File: src/rtl/dma_cell_pkg.sv
package dma_cell_pkg;
  localparam int WORD_BYTES = 4;

  localparam logic [2:0] REG_CTRL      = 3'd0;
  localparam logic [2:0] REG_EVT       = 3'd1;
  localparam logic [2:0] REG_FLAGS     = 3'd2;
  localparam logic [2:0] REG_SRC_BASE  = 3'd3;
  localparam logic [2:0] REG_DST_BASE  = 3'd4;
  localparam logic [2:0] REG_SRC_SIZE  = 3'd5;
  localparam logic [2:0] REG_DST_SIZE  = 3'd6;
  localparam logic [2:0] REG_CELL_SIZE = 3'd7;

  // strobes from control to datapath
  typedef struct packed {
    logic loadCell;
    logic doRead;
    logic doWrite;
    logic clearAll;
  } dpStrobe_t;
endpackage

File: src/rtl/dma_cell_dpath.sv
module dma_cell_dpath
  import dma_cell_pkg::*;
#(
  parameter int ADDR_W = 16,
  parameter int SIZE_W = 8,
  parameter int REG_W  = 32
) (
  input  logic                    clk,
  input  logic                    rstN,
  input  logic                    regWr,
  input  logic [2:0]              regAddr,
  input  logic [REG_W-1:0]        regWData,
  input  logic                    chanOn,
  input  dpStrobe_t               strobe,
  input  logic [WORD_BYTES*8-1:0] memRdData,
  output logic [ADDR_W-1:0]       memRdAddr,
  output logic [ADDR_W-1:0]       memWrAddr,
  output logic [WORD_BYTES*8-1:0] memWrData,
  output logic [WORD_BYTES-1:0]   memWrBe,
  output logic                    lastCell,
  output logic                    lastBlock,
  output logic [REG_W-1:0]        cfgRData
);
  localparam int CNT_W = SIZE_W + 1;
  localparam int NB_W  = $clog2(WORD_BYTES + 1);

  logic [ADDR_W-1:0] srcBase, dstBase;
  logic [SIZE_W-1:0] srcSizeR, dstSizeR, cellSizeR;
  logic [CNT_W-1:0]  srcPtr, dstPtr, moved, cellLeft;
  logic [CNT_W-1:0]  srcSz, dstSz, cellSz, blockSz;
  logic [CNT_W-1:0]  blkLeft, chunk, srcNext, dstNext;
  logic [NB_W-1:0]   txnBytes;
  logic              unusedWBits;

  function automatic logic [CNT_W-1:0] decodeSize(input logic [SIZE_W-1:0] raw);
    return (raw == '0) ? (CNT_W'(1) << SIZE_W) : CNT_W'(raw);
  endfunction

  function automatic logic [CNT_W-1:0] minOf(input logic [CNT_W-1:0] a,
                                             input logic [CNT_W-1:0] b);
    return (a < b) ? a : b;
  endfunction

  assign unusedWBits = ^regWData[REG_W-1:ADDR_W];

  assign srcSz   = decodeSize(srcSizeR);
  assign dstSz   = decodeSize(dstSizeR);
  assign cellSz  = decodeSize(cellSizeR);
  assign blockSz = (srcSz > dstSz) ? srcSz : dstSz;
  assign blkLeft = blockSz - moved;

  // transaction width: word, cell remainder and both wrap distances
  assign chunk = minOf(minOf(CNT_W'(WORD_BYTES), cellLeft),
                       minOf(srcSz - srcPtr, dstSz - dstPtr));
  assign txnBytes = chunk[NB_W-1:0];

  assign srcNext = srcPtr + chunk;
  assign dstNext = dstPtr + chunk;

  assign lastCell  = (cellLeft == chunk);
  assign lastBlock = ((moved + chunk) == blockSz);

  assign memRdAddr = srcBase + ADDR_W'(srcPtr);
  assign memWrAddr = dstBase + ADDR_W'(dstPtr);
  assign memWrData = memRdData;

  always_comb begin
    for (int i = 0; i < WORD_BYTES; i++) begin
      memWrBe[i] = (NB_W'(i) < txnBytes);
    end
  end

  // configuration, locked while the channel runs
  always_ff @(posedge clk or negedge rstN) begin
    if (!rstN) begin
      srcBase   <= '0;
      dstBase   <= '0;
      srcSizeR  <= '0;
      dstSizeR  <= '0;
      cellSizeR <= '0;
    end else if (regWr && !chanOn) begin
      case (regAddr)
        REG_SRC_BASE:  srcBase   <= regWData[ADDR_W-1:0];
        REG_DST_BASE:  dstBase   <= regWData[ADDR_W-1:0];
        REG_SRC_SIZE:  srcSizeR  <= regWData[SIZE_W-1:0];
        REG_DST_SIZE:  dstSizeR  <= regWData[SIZE_W-1:0];
        REG_CELL_SIZE: cellSizeR <= regWData[SIZE_W-1:0];
        default: ;
      endcase
    end
  end

  // pointers and counters
  always_ff @(posedge clk or negedge rstN) begin
    if (!rstN) begin
      srcPtr   <= '0;
      dstPtr   <= '0;
      moved    <= '0;
      cellLeft <= '0;
    end else if (strobe.clearAll) begin
      srcPtr   <= '0;
      dstPtr   <= '0;
      moved    <= '0;
      cellLeft <= '0;
    end else if (strobe.loadCell) begin
      cellLeft <= minOf(cellSz, blkLeft);
    end else if (strobe.doWrite) begin
      srcPtr   <= (srcNext == srcSz) ? '0 : srcNext;
      dstPtr   <= (dstNext == dstSz) ? '0 : dstNext;
      moved    <= moved + chunk;
      cellLeft <= cellLeft - chunk;
    end
  end

  always_comb begin
    case (regAddr)
      REG_SRC_BASE:  cfgRData = REG_W'(srcBase);
      REG_DST_BASE:  cfgRData = REG_W'(dstBase);
      REG_SRC_SIZE:  cfgRData = REG_W'(srcSizeR);
      REG_DST_SIZE:  cfgRData = REG_W'(dstSizeR);
      REG_CELL_SIZE: cfgRData = REG_W'(cellSizeR);
      default:       cfgRData = '0;
    endcase
  end
endmodule

File: src/rtl/dma_cell_ctrl.sv
module dma_cell_ctrl
  import dma_cell_pkg::*;
#(
  parameter int REG_W = 32
) (
  input  logic             clk,
  input  logic             rstN,
  input  logic             regWr,
  input  logic [2:0]       regAddr,
  input  logic [REG_W-1:0] regWData,
  input  logic             startEvt,
  input  logic             abortEvt,
  input  logic             lastCell,
  input  logic             lastBlock,
  output dpStrobe_t        strobe,
  output logic             chanOn,
  output logic [1:0]       evtEn,
  output logic [2:0]       flags
);
  typedef enum logic [1:0] {ST_IDLE, ST_READ, ST_WRITE} state_e;

  state_e     stateQ, stateNext;
  logic       chanNext;
  logic [2:0] flagSet, flagClr;
  logic       ctrlWr, evtWr, flagWr;
  logic       forceStart, startReq, abortReq, enableReq, disableReq;
  logic       unusedWBits;

  assign unusedWBits = ^{regWData[REG_W-1:8], regWData[6], regWData[0]};

  assign ctrlWr = regWr && (regAddr == REG_CTRL);
  assign evtWr  = regWr && (regAddr == REG_EVT);
  assign flagWr = regWr && (regAddr == REG_FLAGS);

  assign forceStart = evtWr && regWData[7];
  assign startReq   = chanOn && (forceStart || (startEvt && evtEn[0]));
  assign abortReq   = chanOn && abortEvt && evtEn[1];
  assign enableReq  = ctrlWr && regWData[7] && !chanOn;
  assign disableReq = ctrlWr && !regWData[7] && chanOn;

  always_comb begin
    strobe    = '0;
    stateNext = stateQ;
    chanNext  = chanOn;
    flagSet   = '0;
    flagClr   = flagWr ? regWData[3:1] : 3'b000;
    if (abortReq || disableReq) begin
      strobe.clearAll = 1'b1;
      stateNext       = ST_IDLE;
      chanNext        = 1'b0;
      flagSet[0]      = abortReq;
    end else begin
      if (enableReq) chanNext = 1'b1;
      case (stateQ)
        ST_IDLE: begin
          if (startReq) begin
            strobe.loadCell = 1'b1;
            stateNext       = ST_READ;
          end
        end
        ST_READ: begin
          strobe.doRead = 1'b1;
          stateNext     = ST_WRITE;
        end
        ST_WRITE: begin
          strobe.doWrite = 1'b1;
          if (lastBlock) begin
            strobe.clearAll = 1'b1;
            chanNext        = 1'b0;
            flagSet         = 3'b110;
            stateNext       = ST_IDLE;
          end else if (lastCell) begin
            flagSet   = 3'b010;
            stateNext = ST_IDLE;
          end else begin
            stateNext = ST_READ;
          end
        end
        default: stateNext = ST_IDLE;
      endcase
    end
  end

  always_ff @(posedge clk or negedge rstN) begin
    if (!rstN) begin
      stateQ <= ST_IDLE;
      chanOn <= 1'b0;
      evtEn  <= 2'b00;
      flags  <= 3'b000;
    end else begin
      stateQ <= stateNext;
      chanOn <= chanNext;
      if (evtWr) evtEn <= {regWData[5], regWData[4]};
      flags <= (flags & ~flagClr) | flagSet;
    end
  end
endmodule

File: src/rtl/dma_cell_top.sv
module dma_cell_top
  import dma_cell_pkg::*;
#(
  parameter int ADDR_W = 16,
  parameter int SIZE_W = 8,
  parameter int REG_W  = 32
) (
  input  logic              clk,
  input  logic              rstN,
  input  logic              regWr,
  input  logic [2:0]        regAddr,
  input  logic [REG_W-1:0]  regWData,
  output logic [REG_W-1:0]  regRData,
  input  logic              startEvt,
  input  logic              abortEvt,
  output logic              memRdEn,
  output logic [ADDR_W-1:0] memRdAddr,
  input  logic [31:0]       memRdData,
  output logic              memWrEn,
  output logic [ADDR_W-1:0] memWrAddr,
  output logic [31:0]       memWrData,
  output logic [3:0]        memWrBe
);
  dpStrobe_t        strobe;
  logic             chanOn, lastCell, lastBlock;
  logic [1:0]       evtEn;
  logic [2:0]       flags;
  logic [REG_W-1:0] cfgRData;

  dma_cell_ctrl #(.REG_W(REG_W)) ctrl_i (
    .clk(clk), .rstN(rstN), .regWr(regWr), .regAddr(regAddr), .regWData(regWData),
    .startEvt(startEvt), .abortEvt(abortEvt), .lastCell(lastCell), .lastBlock(lastBlock),
    .strobe(strobe), .chanOn(chanOn), .evtEn(evtEn), .flags(flags)
  );

  dma_cell_dpath #(.ADDR_W(ADDR_W), .SIZE_W(SIZE_W), .REG_W(REG_W)) dpath_i (
    .clk(clk), .rstN(rstN), .regWr(regWr), .regAddr(regAddr), .regWData(regWData),
    .chanOn(chanOn), .strobe(strobe), .memRdData(memRdData),
    .memRdAddr(memRdAddr), .memWrAddr(memWrAddr), .memWrData(memWrData),
    .memWrBe(memWrBe), .lastCell(lastCell), .lastBlock(lastBlock), .cfgRData(cfgRData)
  );

  assign memRdEn = strobe.doRead;
  assign memWrEn = strobe.doWrite;

  always_comb begin
    case (regAddr)
      REG_CTRL:  regRData = REG_W'({chanOn, 7'b0});
      REG_EVT:   regRData = REG_W'({evtEn, 4'b0});
      REG_FLAGS: regRData = REG_W'({flags, 1'b0});
      default:   regRData = cfgRData;
    endcase
  end
endmodule

File: config.mk
export PLATFORM = sky130hd
export DESIGN_NAME = dma_cell_top
export DESIGN_NICKNAME = d
export VERILOG_FILES = /design/src/rtl/dma_cell_pkg.sv /design/src/rtl/dma_cell_dpath.sv /design/src/rtl/dma_cell_ctrl.sv /design/src/rtl/dma_cell_top.sv
export SDC_FILE = /design/constraint.sdc
export NUM_CORES = 1
export LEC_CHECK = 0
export BUFFER_PORTS_ARGS = -buffer_cell sky130_fd_sc_hd__clkbuf_2
export CORE_UTILIZATION = 25
export DETAILED_ROUTE_END_ITERATION = 16
export HOLD_SLACK_MARGIN = 0.05
export PLACE_DENSITY = 0.52
export SYNTH_ARGS = -nofsm -noshare
export SYNTH_HDL_FRONTEND = slang
export SYNTH_SLANG_ARGS = --single-unit
File: constraint.sdc
create_clock -name clk -period 15.55 [get_ports clk]
set_clock_uncertainty 0.05 [all_clocks]
set_input_delay 0.7775 -clock clk [delete_from_list [all_inputs] [get_ports clk]]
set_output_delay 0.7775 -clock clk [all_outputs]
set_load 0.01 [all_outputs]
==> summary.md, run 1 <==
| Metric | Value |
|---|---|
| Result of the run | `finished clean` |
| Total die area | `0.0423 sq mm` |
| GRT Overall Usage | `15.2%` |
| Number of buffers inserted by port buffering | `77` |
| CP endpoint kind | `register` |
| Area leader, netlist | `sky130_fd_sc_hd__dfrtp_1` |
| Clock-pin slew on the worst setup and hold paths | `70 ps` |
| Critical setup path kind | `register to register` |
| Max-cap viol count | `0` |
| Number of unique standard cell types used by synthesis | `76` |
| CTS-repair resized insts | `0` |
| Min Tclk post-route | `9660 ps` |
| Peak fanout along the critical path | `36` |
| Worst min-delay path category | `input pin to asynchronous set/reset pin` |
| CTS tree | `built` |
| Global-route wire length before repair | `49,200 um` |
| Maximum clock frequency | `104 MHz` |
| Master of the slowest instance on the critical path | `sky130_fd_sc_hd__dfrtp_1` |
| Final Cycle Share | `62.1%` |
| Routed wire length | `31,800 um` |
| Cells after synthesis | `1,220` |
| Number of iterations in the first detailed-routing pass | `5` |
| Clk sink count | `100` |
| CP Launch Type | `register` |
| Met3 usage | `1.85%` |
| Leading cell types by total area after synthesis | `sky130_fd_sc_hd__dfrtp_1 24%, sky130_fd_sc_hd__ha_1 13%, sky130_fd_sc_hd__mux2_2 5.7%` |
| Clock insertion delay at the later pin of the skew report | `360 ps` |
| Number of antenna violations at the first check in global routing | `0` |
| Actual transition at the worst max-transition pin | `982 ps` |
| Critical path required time | `15,710 ps` |
| Remaining routing DRC violations | `0` |
| Chip Width | `206 um` |
| Share of synthesized area occupied by flip-flops and latches | `24.1%` |
| Boundary pin count | `174` |
| Setup TNS | `0 ps` |
| Share of cells above drive strength 1 | `15.7%` |
| Number of antenna cells inserted | `0` |
| Row count | `74` |
| CP peak stage delay | `620 ps` |
| Weighted congestion reported at the end of routability-driven placement | `0.883` |
| Met1 track utilization from global routing | `19.7%` |
| Origin of the critical flop-to-flop path | `dpath_i.srcSizeR[0]$_DFFE_PN0P_` |
| Proportion of netlist area held by the largest area contributor | `24.1%` |
| Detailed router's first-iteration violation count | `426` |
| Number of enable-type register cells in the synthesized netlist | `0` |
| Effective utilization at floorplan | `25.4%` |
| Vert. Die Dim | `206 um` |
| Post-CTS Setup Bufs | `0` |
| Remaining number of nets flagged by the antenna check after routing | `0` |
| Register-to-register setup slack | `5890 ps` |
| Area of the core | `0.0409 sq mm` |
| Routed length per placed instance | `18.0 um` |
| Setup-failing EPs final | `0` |
| Sequential standard cell area | `0.00250 sq mm` |
| Filler cell count | `4,420` |
| Setup repair after global routing missed its margin | `false` |
| Detailed-route vias per instance | `4.86` |
| Placement-stage cell area | `0.0110 sq mm` |
| Synthesized area divided by synthesized cell count | `8.51 sq um` |
| Flop and latch count out of synthesis | `100` |
| Remaining Overflow, GRT | `0` |
| Arrival time at the worst endpoint | `9820 ps` |
| Post-route worst hold slack | `326 ps` |
| Layout Nets | `1,415` |
| Max-slew violation total from the final report | `0` |
| Worst path buffer plus inverter count | `3` |
| Clock buffers created by TritonCTS | `9` |
| Area growth from synthesis to final layout | `8.40%` |
| Largest net degree at the start of global routing | `66` |
| Clock Root Buffer | `sky130_fd_sc_hd__clkbuf_16` |
| HPWL after DPL | `25,100 um` |
| Area taken by multi-input logic gates | `0.00697 sq mm` |
| Remaining max-slew budget at the tightest pin | `34.4%` |
| Clk buf depth | `2` |
| Vias in the first global route | `8,450` |
| Fin. Hold Viols | `0` |
| Most used routing layer in global routing | `met2` |
| Final standard cell area without fillers | `0.0113 sq mm` |
| End of the worst register-to-register path | `dpath_i.srcPtr[0]$_DFFE_PN0P_` |
| Maximum level of the CTS H-tree | `3` |
| Via Count | `8,555` |
| Synthesis Warnings | `0` |
| GR Util met2 | `26.5%` |
| Placement-stage worst setup slack | `5870 ps` |
| Synth Flop Type | `sky130_fd_sc_hd__dfrtp_1` |
| Post-CTS Hold Fix Bufs | `0` |
| Length in cells of the worst reg-to-reg path | `36` |
| Min setup slack post-route | `5890 ps` |
| Kind of cell adding the most delay to the critical path | `compound AO/OA/AOI/OAI gates` |
| Cell area after synthesis | `0.0104 sq mm` |
| Fraction of synthesis flops using an asynchronous set or reset pin | `100%` |
## layout make-up
class,instances,share of cell area [%]
clock buffers,10,2.03
inverters,96,3.20
flip-flops and latches,100,22.2
repair buffers,89,4.25
well taps,532,5.92
clock inverters,6,0.423
multi-input cells,929,61.9
## layer usage
| metal | share of wire, % | up-vias |
|---|---|---|
| li1 | - | 4204 |
| met1 | 45 | 4156 |
| met2 | 49 | 157 |
| met3 | 3.7 | 38 |
| met4 | 1.7 | 0 |
| met5 | 0 | - |
## cell usage after synthesis (3+ instances only)
master	instances
sky130_fd_sc_hd__or2_2	5
sky130_fd_sc_hd__mux2_2	53
sky130_fd_sc_hd__a21boi_0	8
sky130_fd_sc_hd__nand3b_1	3
sky130_fd_sc_hd__buf_1	3
sky130_fd_sc_hd__nand3_1	21
sky130_fd_sc_hd__xnor2_1	60
sky130_fd_sc_hd__buf_6	4
sky130_fd_sc_hd__fa_1	9
sky130_fd_sc_hd__nor2b_1	22
sky130_fd_sc_hd__a21oi_1	89
sky130_fd_sc_hd__dfrtp_1	100
sky130_fd_sc_hd__o21a_1	8
sky130_fd_sc_hd__nor3_1	16
sky130_fd_sc_hd__and2_1	14
sky130_fd_sc_hd__nand2b_1	22
sky130_fd_sc_hd__a221oi_1	7
sky130_fd_sc_hd__o22ai_1	5
sky130_fd_sc_hd__a22o_1	12
sky130_fd_sc_hd__a211oi_2	6
sky130_fd_sc_hd__nor4_1	8
sky130_fd_sc_hd__buf_4	48
sky130_fd_sc_hd__a31oi_1	4
sky130_fd_sc_hd__o31ai_1	3
sky130_fd_sc_hd__and3_1	7
sky130_fd_sc_hd__mux2i_1	19
sky130_fd_sc_hd__inv_1	96
sky130_fd_sc_hd__nand2_1	83
sky130_fd_sc_hd__or3_1	4
sky130_fd_sc_hd__xnor3_1	5
sky130_fd_sc_hd__o21ai_0	82
sky130_fd_sc_hd__nor3_2	12
sky130_fd_sc_hd__a211oi_1	18
sky130_fd_sc_hd__a21o_1	12
sky130_fd_sc_hd__ha_1	109
sky130_fd_sc_hd__a2111oi_4	3
sky130_fd_sc_hd__clkbuf_1	59
sky130_fd_sc_hd__xor2_1	32
sky130_fd_sc_hd__o41ai_1	3
sky130_fd_sc_hd__nor2_1	88
sky130_fd_sc_hd__a22oi_1	4
sky130_fd_sc_hd__nand4_1	12
## cells by family after synthesis
kind of cell / share of synthesized area [%]
compound gates: 18.2
xor+xnor: 8.85
fa+ha+maj: 14.9
buf+inv: 9.72
flops: 24.1
mux: 8.02
other cells: 0.0361
simple gates: 16.2
## stage by stage
step / std cells / utilization [%]
after floorplan: 1241 / -
after global placement: 1746 / 26.8
after detailed placement: 1746 / 26.8
after CTS: 1762 / 27.5
after global routing: 1762 / 27.5
final: 1762 / 27.5
## registers in the layout (all words and copies together) (netlist names)
signal	cells
ctrl_i.flags	3
dpath_i.cellSizeR	8
ctrl_i.evtEn	2
dpath_i.cellLeft	9
dpath_i.srcBase	16
ctrl_i.chanOn	1
dpath_i.dstSizeR	8
dpath_i.moved	9
dpath_i.srcSizeR	8
ctrl_i.stateQ	2
dpath_i.dstBase	16
dpath_i.srcPtr	9
dpath_i.dstPtr	9
## how the worst max path moves through the flow
| stage | slack [ps] | start | cells past startpoint | endpoint |
|---|---|---|---|---|
| CTS | 5830 | dpath_i.srcSizeR[0]$_DFFE_PN0P_ | 36 | dpath_i.srcPtr[0]$_DFFE_PN0P_ |
| global route | 5190 | dpath_i.srcSizeR[0]$_DFFE_PN0P_ | 36 | dpath_i.srcPtr[0]$_DFFE_PN0P_ |
| global placement | 5990 | dpath_i.srcSizeR[0]$_DFFE_PN0P_ | 36 | dpath_i.srcPtr[0]$_DFFE_PN0P_ |
| detailed placement | 5870 | dpath_i.srcSizeR[0]$_DFFE_PN0P_ | 36 | dpath_i.dstPtr[6]$_DFFE_PN0P_ |
| finish | 5890 | dpath_i.srcSizeR[0]$_DFFE_PN0P_ | 36 | dpath_i.srcPtr[0]$_DFFE_PN0P_ |
| floorplan | 7770 | dpath_i.dstSizeR[1]$_DFFE_PN0P_ | 38 | dpath_i.dstPtr[1]$_DFFE_PN0P_ |
## worst reg2reg max path, delay by kind of cell (launching register included)
kind	cells	cell delay, ps
buffers and inverters	3	1070
xor gates and xnor gates	3	720
DFF	1	620
and+or+nand+nor	10	1560
adders and majority gates	5	1640
AOI/OAI and AO/OA	15	3850
## placed cells by master, fill, tap and decap left out, drive strengths merged, types with 21 or more instances in the layout
| master | instances |
|---|---|
| conb | 22 |
| nand3 | 21 |
| a21oi | 89 |
| nor2 | 88 |
| xnor2 | 60 |
| o21ai | 83 |
| ha | 109 |
| nor2b | 22 |
| nand2 | 83 |
| xor2 | 32 |
| inv | 99 |
| nand2b | 22 |
| clkbuf | 86 |
| mux2 | 53 |
| a211oi | 24 |
| nor3 | 29 |
| dfrtp | 100 |
Power of run 1 is not shown: default switching activity piles up to over one toggle a cycle in this logic, so the estimate is an artifact.
==> run 2: changes to the inputs <==
PLACE_DENSITY = 0.53   (was 0.52)
clock period = 8.1 ns   (was 15.55 ns; I/O delays follow)
==> summary.md, run 2 (same netlist as run 1, synthesis figures left out) <==
| Metric | Value |
|---|---|
| Master of the slowest instance on the critical path | `sky130_fd_sc_hd__dfrtp_1` |
| Arrival time at the worst endpoint | `7850 ps (-1970 ps)` |
| Fin. Hold Viols | `0 (unchanged)` |
| Max-cap viol count | `0 (unchanged)` |
| Final standard cell area without fillers | `0.0118 sq mm (+4.8%)` |
| Effective utilization at floorplan | `25.4% (unchanged)` |
| Met1 track utilization from global routing | `20.6% (+0.89 points)` |
| Clock insertion delay at the later pin of the skew report | `360 ps (about the same)` |
| Remaining max-slew budget at the tightest pin | `28.4% (-6.0 points)` |
| Sequential standard cell area | `0.00250 sq mm (unchanged)` |
| Min setup slack post-route | `457 ps (-5430 ps)` |
| Commonest cells after routing, fill and taps aside | `109 x sky130_fd_sc_hd__ha_1, 100 x sky130_fd_sc_hd__dfrtp_1, 93 x sky130_fd_sc_hd__inv_1` |
| Area growth from synthesis to final layout | `13.6%` |
| Min Tclk post-route | `7640 ps (-2020 ps)` |
| Result of the run | `finished clean` |
| Clk sink count | `100 (unchanged)` |
| Routed length per placed instance | `17.9 um (-0.64%)` |
| Filler cell count | `4,354 (-1.5%)` |
| Max-slew violation total from the final report | `0 (unchanged)` |
| Worst min-delay path category | `input pin to register` |
| HPWL after DPL | `25,800 um (+2.8%)` |
| Via Count | `8,834 (+3.3%)` |
| Chip Width | `206 um (unchanged)` |
| Largest net degree at the start of global routing | `57 (-14%)` |
| Placement-stage worst setup slack | `178 ps (-5690 ps)` |
| Layout Nets | `1,462 (+3.3%)` |
| Number of antenna cells inserted | `0 (unchanged)` |
| Met3 usage | `1.58% (-0.27 points)` |
| Row count | `74 (unchanged)` |
| Share of cells above drive strength 1 | `20.6% (+4.9 points)` |
| Area taken by multi-input logic gates | `0.00710 sq mm (+1.8%)` |
| Post-route worst hold slack | `237 ps (-88.9 ps)` |
| Critical setup path kind | `register to register` |
| Clk buf depth | `2 (unchanged)` |
| Critical path required time | `8310 ps (-7400 ps)` |
| Setup-failing EPs final | `0 (unchanged)` |
| Final cell utilization of the core | `28.8% (+1.3 points)` |
| Weighted congestion reported at the end of routability-driven placement | `0.883 (about the same)` |
| Remaining routing DRC violations | `0 (unchanged)` |
| Remaining Overflow, GRT | `0 (unchanged)` |
| Leading registers by flop count | `dpath_i.dstBase: 16 flops, dpath_i.srcBase: 16 flops` |
| Detailed router's first-iteration violation count | `582 (+37%)` |
| Number of antenna violations at the first check in global routing | `0 (unchanged)` |
| Vert. Die Dim | `206 um (unchanged)` |
| Clock-pin slew on the worst setup and hold paths | `80 ps (about the same)` |
| Global-route wire length before repair | `49,300 um (+0.15%)` |
| Number of iterations in the first detailed-routing pass | `5 (unchanged)` |
| Placement-stage cell area | `0.0113 sq mm (+2.8%)` |
| CTS tree | `built` |
| Area of the core | `0.0409 sq mm (unchanged)` |
| GR Util met2 | `25.6% (-0.91 points)` |
| Clock buffers created by TritonCTS | `9 (unchanged)` |
| Commonest non-fill, non-tap cell in the layout | `sky130_fd_sc_hd__ha_1` |
| Most used routing layer in global routing | `met2` |
| Maximum clock frequency | `131 MHz (+26%)` |
| Boundary pin count | `174 (unchanged)` |
| Number of buffers inserted by port buffering | `77 (unchanged)` |
| Actual transition at the worst max-transition pin | `1070 ps (+88.0 ps)` |
| CP endpoint kind | `register` |
| Most common cell on crit path | `sky130_fd_sc_hd__ha_1` |
| Peak fanout along the critical path | `11 (-69%)` |
| Clock Root Buffer | `sky130_fd_sc_hd__clkbuf_16` |
| Total die area | `0.0423 sq mm (unchanged)` |
| CP Launch Type | `register` |
| Vias in the first global route | `8,434 (-0.19%)` |
| Maximum level of the CTS H-tree | `3 (unchanged)` |
| GRT Overall Usage | `15.2% (about the same)` |
| Register-to-register setup slack | `460 ps (-5430 ps)` |
| Final Cycle Share | `94.4% (+32 points)` |
| Remaining number of nets flagged by the antenna check after routing | `0 (unchanged)` |
| CP peak stage delay | `390 ps (-230 ps)` |
| Routed wire length | `32,400 um (+2.0%)` |
| Detailed-route vias per instance | `4.88 (+0.58%)` |
==> run 2: layout make-up <==
| class | instances | share of cell area, % |
|---|---|---|
| clock inverters | 6 | 0.446 |
| inverters | 96 | 3.06 |
| flip-flops and latches | 100 | 21.2 |
| well taps | 532 | 5.64 |
| repair buffers | 136 | 7.45 |
| multi-input cells | 929 | 60.2 |
| clock buffers | 10 | 2.03 |
==> run 2: per-layer routing <==
metal  part of all wire (%)  up-vias  wire length [um]
met5                      0        -                 0
met4                    1.9        0               607
met3                    3.2       38              1050
met2                     48      195             15600
met1                     47     4278             15200
li1                       -     4323                 -
==> run 2: critical path, delay by kind of cell, from the launching register on <==
kind	cells	cell delay, ps
muxes	2	630
DFF	1	390
and+or+nand+nor	12	1920
buffers and inverters	5	690
adders and majority gates	4	990
xor gates and xnor gates	3	510
AOI/OAI and AO/OA	11	2350
==> run 2: through the flow <==
step / cells / TNS [ps]
2_1_floorplan: 1241 / 0
3_5_place_dp: 1785 / 0
5_1_grt: 1809 / -190
6_report: 1809 / 0
3_3_place_gp: 1785 / 0
4_1_cts: 1802 / 0
==> run 2: worst paths after layout <==
check,depth (start not counted),endpoint,from
min reg2reg,2,ctrl_i.flags[2]$_DFF_PN0_,ctrl_i.flags[2]$_DFF_PN0_
min in group asynchronous,2,dpath_i.srcBase[13]$_DFFE_PN0P_,rstN
max reg2reg,37,dpath_i.dstPtr[1]$_DFFE_PN0P_,dpath_i.dstPtr[1]$_DFFE_PN0P_
max in group asynchronous,3,dpath_i.moved[7]$_DFFE_PN0P_,rstN
min,2,dpath_i.srcBase[11]$_DFFE_PN0P_,regWData[11]
max,37,dpath_i.dstPtr[1]$_DFFE_PN0P_,dpath_i.dstPtr[1]$_DFFE_PN0P_
==> run 2: repair_timing <==
item | CTS | global route
endpoints found under the setup margin | 0 | 40
hold buffers | 1 | 0
endpoints found under the hold margin | 44 | 0
setup buffers | 0 | 6
resized for setup | 0 | 41
Power of run 2 is left out for the same reason.
